**src/rtl/burst_addr_seq.sv**
```systemverilog
module burst_addr_seq #(
  parameter int ADDR_W = 21
) (
  input  logic              clk,
  input  logic              rst_n,
  input  logic              clk_en_n,
  input  logic              step,
  input  logic              ilv_mode,
  input  logic [ADDR_W-1:0] addr_in,
  output logic [ADDR_W-1:0] addr_out
);
  localparam int BEAT_W = 2;

  logic [ADDR_W-1:0] base_q;
  logic [BEAT_W-1:0] beat_q;
  logic [BEAT_W-1:0] low_ilv, low_lin;

  always_ff @(posedge clk or negedge rst_n) begin
    if (!rst_n) begin
      base_q <= '0;
      beat_q <= '0;
    end else if (!clk_en_n) begin
      if (!step) begin
        base_q <= addr_in;
        beat_q <= '0;
      end else begin
        beat_q <= beat_q + 1'b1;
      end
    end
  end

  assign low_ilv  = base_q[BEAT_W-1:0] ^ beat_q;
  assign low_lin  = base_q[BEAT_W-1:0] + beat_q;
  assign addr_out = {base_q[ADDR_W-1:BEAT_W], ilv_mode ? low_ilv : low_lin};
endmodule


```
**config.mk**
```make
export PLATFORM = sky130hd
export DESIGN_NAME = burst_addr_seq
export DESIGN_NICKNAME = d
export VERILOG_FILES = /design/src/rtl/burst_addr_seq.sv
export SDC_FILE = /design/constraint.sdc
export NUM_CORES = 1
export LEC_CHECK = 0
export ABC_CLOCK_PERIOD_IN_PS = 1040
export BUFFER_PORTS_ARGS = -buffer_cell sky130_fd_sc_hd__buf_4
export CAP_MARGIN = 0
export CELL_PAD_IN_SITES_DETAIL_PLACEMENT = 2
export CELL_PAD_IN_SITES_GLOBAL_PLACEMENT = 2
export CORE_ASPECT_RATIO = 0.8
export CORE_MARGIN = 4
export CORE_UTILIZATION = 30
export DETAILED_ROUTE_END_ITERATION = 8
export PLACE_DENSITY = 0.77
export SETUP_SLACK_MARGIN = 0.02
export SLEW_MARGIN = 20
export SYNTH_ARGS = -nofsm -noshare
export SYNTH_HDL_FRONTEND = slang
export SYNTH_SLANG_ARGS = --single-unit
```
**constraint.sdc**
```tcl
create_clock -name clk -period 1.04 [get_ports clk]
set_input_delay 0.052 -clock clk [delete_from_list [all_inputs] [get_ports clk]]
set_output_delay 0.052 -clock clk [all_outputs]
set_load 0.01 [all_outputs]
```
==> results of run 1 <==
==> metal layers <==
metal,vias to the layer above,share of wire (%),track usage (%)
met4,0,1.1,3.333
li1,303,-,-
met3,2,7.6,4.131
met1,334,41,12.65
met5,-,0,0
met2,33,50,17.61
==> cell usage after synthesis, drive strengths merged <==
master,number,share of area (%)
dfrtp,23,50
buf,21,15
mux2,21,27
nand2b,2,1.1
nor2,2,1.3
xnor2,2,1.5
a32o,1,0.88
ha,1,1.1
nand2,1,0.33
nor2b,1,0.55
o21ai,1,0.44
==> through the flow <==
stage	setup TNS (ns)	setup slack (ns)	cell area, um^2	power [mW]
6_report	-0.3073	-0.2141	1486	2.347
3_3_place_gp	0	0.04443	1403	1.784
5_1_grt	-0.4204	-0.2714	1486	2.477
4_1_cts	-0.3757	-0.2479	1484	2.392
3_5_place_dp	0	0.03082	1403	1.809
2_1_floorplan	0	0.08533	1142	1.591
==> path summary, 6_finish.rpt <==
| check | endpoint | cells after the start |
|---|---|---|
| worst min-delay path | base_q[6] | 2 |
| worst max register to register | beat_q[1] | 4 |
| min in group asynchronous | base_q[19] | 2 |
| max in group asynchronous | base_q[15] | 2 |
| worst min register to register | base_q[14] | 1 |
| worst max-delay path | addr_out[1] | 4 |
==> cell type report <==
| cell class | instances | area [um^2] |
|---|---|---|
| Fill cell | 359 | 2056 |
| Sequential cell | 23 | 575.6 |
| Multi-Input combinational cell | 32 | 411.6 |
| Timing Repair Buffer | 51 | 400.4 |
| Tap cell | 42 | 52.55 |
| Clock buffer | 3 | 41.29 |
| Clock inverter | 1 | 5.005 |
==> cells by family after synthesis <==
group,Yosys count,share of synthesized area (%)
xor gates and xnor gates,2,1.534
adders and majority gates,1,1.095
DFF,23,50.38
AOI/OAI and AO/OA,2,1.314
and+or+nand+nor,6,3.285
muxes,21,27.27
buffers and inverters,21,15.12
==> registers in the layout (all words and copies together), names as in the netlist <==
| register | flops |
|---|---|
| base_q | 21 |
| beat_q | 2 |
==> timing repair <==
| action | 4_1_cts | 5_1_grt |
|---|---|---|
| pin swaps | 2 | 3 |
| setup endpoints to repair | 2 | 4 |
| resized for setup | 5 | 0 |
| hold buffers | 1 | 1 |
| endpoints found under the hold margin | 23 | 1 |
| setup buffers | 1 | 1 |
| cloned | 0 | 0 |
==> power by group through the flow <==
stage               combinational, mW  clock (mW)  sequential [mW]
finish                          0.691       0.551             1.11
detailed placement              0.683           0             1.13
floorplan                       0.493           0             1.10
CTS                             0.709       0.574             1.11
global route                    0.741       0.610             1.13
global placement                0.669           0             1.12
==> flow_summary.toml, run 1 <==
[floorplan]
design.core.area_um2 = 3542
effective_utilization_at_floorplan_pct = 32.25
std_cell_rows = 19
chip_height_um = 63.20
die_wd_um = 76.99
fp.dieArea_um2 = 4865
ioPinCount = 47

[setup_path]
timing.critical_path.required_ns = 0.99
timing.reg2reg.setup_slack_ns = 0.07
critical_path_peak_fanout = 2
timing.critical_path.max_delay_family = "flip-flops"
crit_path_end_kind = "primary output"
crit_type = "flip-flop to primary output"
startpoint_type_of_the_worst_setup_path = "flip-flop"
rr_startpoint = "beat_q[0]"
worst-endpoint-arrival_ns = 1.20
critPathLaunch = "base_q[0]"
max_stage_delay_ns = 0.38
crit_path_top_delay_cell = "sky130_fd_sc_hd__dfrtp_1"
timing.critical_path.cells = "ha_2, nor2b_4, xnor2_1, buf_4"
worstPathBufferInverterCount = 1

[global_route]
grtUsageTotal_pct = 10.60
grt-ovfl-total = 0
number_of_antenna_violations_at_the_first_check_in_global_routing = 0
vias_in_the_first_global_route = 764
grt_start_max_net_pins = 24
grt_pass1_wl_um = 4015

[drt]
drtPass1Iterations = 2
detailedRoute.firstIterationViolations = 26
routed-via-count = 672
detail-route-antenna-nets = 0
route.detailed.drc = 0
routed_wl_um = 2462
wire_per_inst_um = 16.20
vias_per_cell = 4.421

[timing]
final.min_clock_period_ns = 1.254
layout_worst_path_cycle_share_pct = 120.6
rsz0062_at_grt = "yes"
hold-worst-slack_ns = 0.01486
finalSetupViolCount = 2
timing.slew.headroom_pct = 80.73
layout_setup_ws_ns = -0.2141
worst_pin_slew_ns = 0.2891
finalClockSkew_ns = 0.0002581
maxClockFrequency_ghz = 0.7974
timing.final.max_slew_violations = 0
finalHoldViolCount = 0

[power]
power_density_nw_per_um2 = 1579
p_sw_share_pct = 26.06
p_int_mw = 1.735
net-switching-power_uw = 611.6
vdd.ir_drop.worst_mv = 0.4553
seqPwrFrac_pct = 47.1
cellLeakagePower_nw = 0.7327
share_of_total_power_in_the_clock_network_pct = 23.5
combinationalPowerShare_pct = 29.4

[synth]
yosysUniqueCellTypes = 14
synth.yosys.seq_area_share_pct = 50.38
synthesis.yosys.warnings = 0
synth_seq_cells = 23
synth_nets = 103
syn_avg_cell_area_um2 = 15.03
netlist_instances = 76
cell_area_after_synthesis_um2 = 1142

[place]
globalplace.congestion = 0.6561
placed_cells_incl_taps = 146
hpwl_um = 1908
portBuffers = 46

[cells_and_area]
stdcell_count = 152
syn2layout_area_growth_pct = 30.12
nNetsFinal = 138
most_common_library_cell_in_the_layout_ignoring_fill_and_taps = "sky130_fd_sc_hd__buf_4"
post-route-util_pct = 41.96
layout.cells.most_common_list = "sky130_fd_sc_hd__buf_4 (48), sky130_fd_sc_hd__dfrtp_1 (23), sky130_fd_sc_hd__mux2_4 (20)"
total_inserted_antenna_cells = 0
layout-drive-gt1-share_pct = 70.91

[clock_network]
cts_max_level = 1
clock_sinks = 23
tritoncts = "built"
clk_latency_ns = 0.26
clk_path_buf_depth = 2
worst_setup_hold_path_clk_slew_ns = 0.08
cts_root_buffer = "sky130_fd_sc_hd__clkbuf_8"
cts_buffers = 3

[job]
cap_viol_max_count = 0

[status]
outcome = "finished with violations"
violations = "setup timing"

[worst_hold_path]
path_class_of_the_lowest_slack_min_delay_path = "input pin to flip-flop"
timing.hold.worst.start = "addr_in[6]"
Power figures use the tool's default switching activity.
==> run 2, diff against run 1 <==
- RECOVER_POWER: unset -> 25
==> flow_summary.toml, run 2 (same netlist as run 1, synthesis figures left out) <==
[status]
outcome = "finished with violations"
violations = "setup timing"

[clock_network]
cts_max_level = 1
clk_latency_ns = 0.26
tritoncts = "built"
clock_sinks = 23
cts_root_buffer = "sky130_fd_sc_hd__clkbuf_8"
cts_buffers = 3
worst_setup_hold_path_clk_slew_ns = 0.08
clk_path_buf_depth = 2

[power]
p_int_mw = 1.734
power_density_nw_per_um2 = 1581
vdd.ir_drop.worst_mv = 0.4552
totalPowerFinal_mw = 2.346
p_sw_share_pct = 26.07
seqPwrFrac_pct = 47.1
cellLeakagePower_nw = 0.7321
combinationalPowerShare_pct = 29.4
share_of_total_power_in_the_clock_network_pct = 23.5
net-switching-power_uw = 611.5

[floorplan]
design.core.area_um2 = 3542
chip_height_um = 63.20
fp.dieArea_um2 = 4865
die_wd_um = 76.99
ioPinCount = 47
effective_utilization_at_floorplan_pct = 32.25
std_cell_rows = 19

[job]
cap_viol_max_count = 0

[setup_path]
worst-endpoint-arrival_ns = 1.20
timing.critical_path.required_ns = 0.99
rr_startpoint = "beat_q[0]"
timing.reg2reg.setup_slack_ns = 0.07
ff2ff_path_depth = 4
crit-reg2reg-capture = "beat_q[1]"
critical_path_peak_fanout = 2
crit_path_end_kind = "primary output"
startpoint_type_of_the_worst_setup_path = "flip-flop"
crit_type = "flip-flop to primary output"

[drt]
route.detailed.drc = 0
drtPass1Iterations = 2
routed-via-count = 672
detail-route-antenna-nets = 0
detailedRoute.firstIterationViolations = 26
wire_per_inst_um = 16.18
vias_per_cell = 4.421
routed_wl_um = 2460

[global_route]
grt-busiest-layer = "met2"
grt_pass1_wl_um = 4015
use_met3_pct = 4.131
grt-ovfl-total = 0
vias_in_the_first_global_route = 764
number_of_antenna_violations_at_the_first_check_in_global_routing = 0
grtUsageTotal_pct = 10.60
grtUsageMet2_pct = 17.61
groute.layer.met1.usage_pct = 12.65
grt_start_max_net_pins = 24

[worst_hold_path]
worstHoldPathCells = 2
min_delay_worst_endpoint = "base_q[6]"
timing.hold.worst.start = "addr_in[6]"
path_class_of_the_lowest_slack_min_delay_path = "input pin to flip-flop"

[place]
placed_cells_incl_taps = 146
placed_area_um2 = 1403
portBuffers = 46
hpwl_um = 1908
globalplace.congestion = 0.6561

[cells_and_area]
stdcell_count = 152
total_inserted_antenna_cells = 0
number_of_flip_flops_under_the_largest_register_name = 21
layout.cells.most_common_list = "sky130_fd_sc_hd__buf_4 (47), sky130_fd_sc_hd__dfrtp_1 (23), sky130_fd_sc_hd__mux2_4 (20)"
syn2layout_area_growth_pct = 29.90
reg.largest.list = "base_q (21), beat_q (2)"
regMostFlops = "base_q"
nNetsFinal = 138
fillerInstances = 359
layout-drive-gt1-share_pct = 70.91
most_common_library_cell_in_the_layout_ignoring_fill_and_taps = "sky130_fd_sc_hd__buf_4"
post-route-util_pct = 41.89
layout.cell_area.non_filler_um2 = 1484

[timing]
timing.slew.headroom_pct = 62.87
hold-worst-slack_ns = 0.01486
finalHoldViolCount = 0
layout_setup_ws_ns = -0.2141
worst_pin_slew_ns = 0.5570
rsz0062_at_grt = "yes"
finalSetupViolCount = 2
timing.final.max_slew_violations = 0
layout_worst_path_cycle_share_pct = 120.6
final.min_clock_period_ns = 1.254
maxClockFrequency_ghz = 0.7974
finalClockSkew_ns = 0.0002581
==> run 2: cell types whose count changed in the layout (fill, tap and decap cells not counted) <==
cell | previous run | this run
sky130_fd_sc_hd__buf_4 | 48 | 47
sky130_fd_sc_hd__clkbuf_2 | 0 | 1
==> run 2: how the worst max path moves through the flow <==
stage / from / endpoint / slack, ns
floorplan: beat_q[0] / addr_out[1] / 0.09
global placement: clk_en_n / base_q[6] / 0.04
detailed placement: clk_en_n / base_q[8] / 0.03
CTS: beat_q[0] / addr_out[1] / -0.25
global route: beat_q[0] / addr_out[1] / -0.27
finish: base_q[0] / addr_out[1] / -0.21
==> run 2: critical path: stages (launching register included) <==
cell and delay, ns:
sky130_fd_sc_hd__dfrtp_1 0.38, sky130_fd_sc_hd__ha_2 0.18, sky130_fd_sc_hd__nor2b_4 0.12, sky130_fd_sc_hd__xnor2_1 0.13, sky130_fd_sc_hd__buf_4 0.14
==> run 2: metrics by stage <==
step / setup WS (ns) / TNS (ns)
2_1_floorplan: 0.08533 / 0
3_3_place_gp: 0.04443 / 0
3_5_place_dp: 0.03082 / 0
4_1_cts: -0.2479 / -0.3757
5_1_grt: -0.2714 / -0.4204
6_report: -0.2141 / -0.3073
==> run 2: area by class of cell <==
class                           count  area, um^2  area share, %
Tap cell                           42       52.55          3.541
Multi-Input combinational cell     32       411.6          27.74
Sequential cell                    23       575.6          38.79
Timing Repair Buffer               51       397.9          26.81
Clock buffer                        3       41.29          2.782
Clock inverter                      1       5.005         0.3373
==> run 2: what timing repair did <==
action / in CTS / in global routing
setup buffers: 1 / 1
pin swaps: 2 / 3
endpoints found under the hold margin: 23 / 1
resized for setup: 5 / 0
hold buffers: 1 / 1
endpoints found under the setup margin: 2 / 4
==> run 2: routing by layer <==
| layer | up-vias | part of all wire [%] |
|---|---|---|
| met1 | 334 | 41 |
| met2 | 33 | 50 |
| li1 | 303 | - |
| met5 | - | 0 |
| met4 | 0 | 1.1 |
| met3 | 2 | 7.6 |
==> run 2: power groups by stage <==
stage          logic, mW  clock network, mW  registers [mW]
4_1_cts            0.709              0.574            1.11
3_5_place_dp       0.683                  0            1.13
6_report           0.689              0.551            1.10
3_3_place_gp       0.669                  0            1.12
2_1_floorplan      0.493                  0            1.10
5_1_grt            0.739              0.610            1.13
==> run 3, diff against run 2 <==
- BUFFER_PORTS_ARGS: -buffer_cell sky130_fd_sc_hd__buf_4 -> -buffer_cell sky130_fd_sc_hd__buf_2
==> flow_summary.toml, run 3 (same netlist as run 1, synthesis figures left out) <==
[power]
vdd.ir_drop.worst_mv = 0.4625
share_of_total_power_in_the_clock_network_pct = 24.5
p_sw_share_pct = 27.27
p_int_mw = 1.649
net-switching-power_uw = 618.3
totalPowerFinal_mw = 2.267
power_density_nw_per_um2 = 1658
combinationalPowerShare_pct = 26.8
seqPwrFrac_pct = 48.7
cellLeakagePower_nw = 0.6915

[setup_path]
crit_path_top_delay_cell = "sky130_fd_sc_hd__dfrtp_1"
crit_path_end_kind = "primary output"
critical_path_peak_fanout = 2
worst-endpoint-arrival_ns = 1.21
timing.critical_path.required_ns = 0.99
timing.critical_path.cells = "ha_2, nor2b_4, xnor2_1, buf_2"
worstPathBufferInverterCount = 1
max_stage_delay_ns = 0.39
rr_startpoint = "beat_q[0]"
crit-reg2reg-capture = "beat_q[1]"
ff2ff_path_depth = 4
timing.reg2reg.setup_slack_ns = 0.07
startpoint_type_of_the_worst_setup_path = "flip-flop"
timing.critical_path.max_delay_family = "flip-flops"
crit_type = "flip-flop to primary output"

[clock_network]
clk_latency_ns = 0.26
cts_buffers = 3
worst_setup_hold_path_clk_slew_ns = 0.08
tritoncts = "built"
clock_sinks = 23
clk_path_buf_depth = 2
cts_max_level = 1
cts_root_buffer = "sky130_fd_sc_hd__clkbuf_8"

[floorplan]
chip_height_um = 63.20
ioPinCount = 47
effective_utilization_at_floorplan_pct = 32.25
design.core.area_um2 = 3542
die_wd_um = 76.99
fp.dieArea_um2 = 4865
std_cell_rows = 19

[cells_and_area]
reg.largest.list = "base_q (21), beat_q (2)"
total_inserted_antenna_cells = 0
nNetsFinal = 137
syn2layout_area_growth_pct = 19.72
regMostFlops = "base_q"
layout.cells.most_common_list = "sky130_fd_sc_hd__buf_2 (44), sky130_fd_sc_hd__dfrtp_1 (23), sky130_fd_sc_hd__mux2_4 (20)"
layout-drive-gt1-share_pct = 71.56
fillerInstances = 362
post-route-util_pct = 38.61
number_of_flip_flops_under_the_largest_register_name = 21
layout.cell_area.non_filler_um2 = 1368
most_common_library_cell_in_the_layout_ignoring_fill_and_taps = "sky130_fd_sc_hd__buf_2"
stdcell_count = 151

[place]
placed_area_um2 = 1287
hpwl_um = 2015
dp_slack_ns = 0.01310
globalplace.congestion = 0.6740
portBuffers = 46
placed_cells_incl_taps = 146

[timing]
layout_setup_ws_ns = -0.2193
timing.final.max_slew_violations = 0
hold-worst-slack_ns = 0.01466
finalSetupViolCount = 2
maxClockFrequency_ghz = 0.7941
worst_pin_slew_ns = 0.5797
layout_worst_path_cycle_share_pct = 121.1
finalClockSkew_ns = 0.0001687
rsz0062_at_grt = "yes"
finalHoldViolCount = 0
final.min_clock_period_ns = 1.259
setup_total_negative_slack_ns = -0.3147
timing.slew.headroom_pct = 61.35

[drt]
detailedRoute.firstIterationViolations = 9
drtPass1Iterations = 2
detail-route-antenna-nets = 0
wire_per_inst_um = 16.87
routed_wl_um = 2547
vias_per_cell = 4.450
routed-via-count = 672
route.detailed.drc = 0

[status]
outcome = "finished with violations"
violations = "setup timing"

[worst_hold_path]
timing.hold.worst.start = "addr_in[6]"
worstHoldPathCells = 2
path_class_of_the_lowest_slack_min_delay_path = "input pin to flip-flop"
min_delay_worst_endpoint = "base_q[6]"

[global_route]
grt_start_max_net_pins = 24
vias_in_the_first_global_route = 791
grtUsageTotal_pct = 11.66
grt_pass1_wl_um = 4416
number_of_antenna_violations_at_the_first_check_in_global_routing = 0
grt-ovfl-total = 0

[job]
cap_viol_max_count = 0
[run 3: cell count changes in the layout (fill, tap and decap cells not counted), sizes merged]
| cell | before | now |
|---|---|---|
| dlygate4sd3 | 2 | 1 |
[run 3: cell type report]
class | instances | area, um^2 | area share, %
well taps | 42 | 52.55 | 3.843
repair buffers | 50 | 281.5 | 20.59
multi-input cells | 32 | 411.6 | 30.10
clock inverters | 1 | 5.005 | 0.3660
clock buffers | 3 | 41.29 | 3.019
flip-flops and latches | 23 | 575.6 | 42.09
[run 3: worst max-delay path by stage]
stage	slack (ns)	startpoint	endpoint	cells after the start
after floorplan	0.09	beat_q[0]	addr_out[1]	3
after global routing	-0.31	beat_q[0]	addr_out[1]	4
after detailed placement	0.01	clk_en_n	base_q[17]	4
final	-0.22	beat_q[0]	addr_out[1]	4
after global placement	0.04	base_q[0]	addr_out[1]	4
after CTS	-0.26	beat_q[0]	addr_out[1]	4
[run 3: timing repair]
action / 4_1_cts / 5_1_grt
pin swaps: 2 / 2
hold buffers: 1 / 0
gates cloned: 0 / 0
buffers inserted: 1 / 1
resized for setup: 5 / 0
endpoints found under the setup margin: 2 / 4
endpoints found under the hold margin: 23 / 0
[run 3: routing by layer]
metal,vias up,global-route usage (%),routed length [um]
met5,-,0,0
met4,0,4.000,27
met3,2,4.131,212
met2,33,19.35,1249
met1,336,14.07,1058
li1,301,-,-
[run 3: power groups by stage]
stage          Combinational [mW]  Clock, mW  Sequential, mW
6_report                    0.608      0.555            1.10
2_1_floorplan               0.493          0            1.10
3_5_place_dp                0.591          0            1.13
5_1_grt                     0.662      0.625            1.13
3_3_place_gp                0.569          0            1.11
4_1_cts                     0.630      0.585            1.11
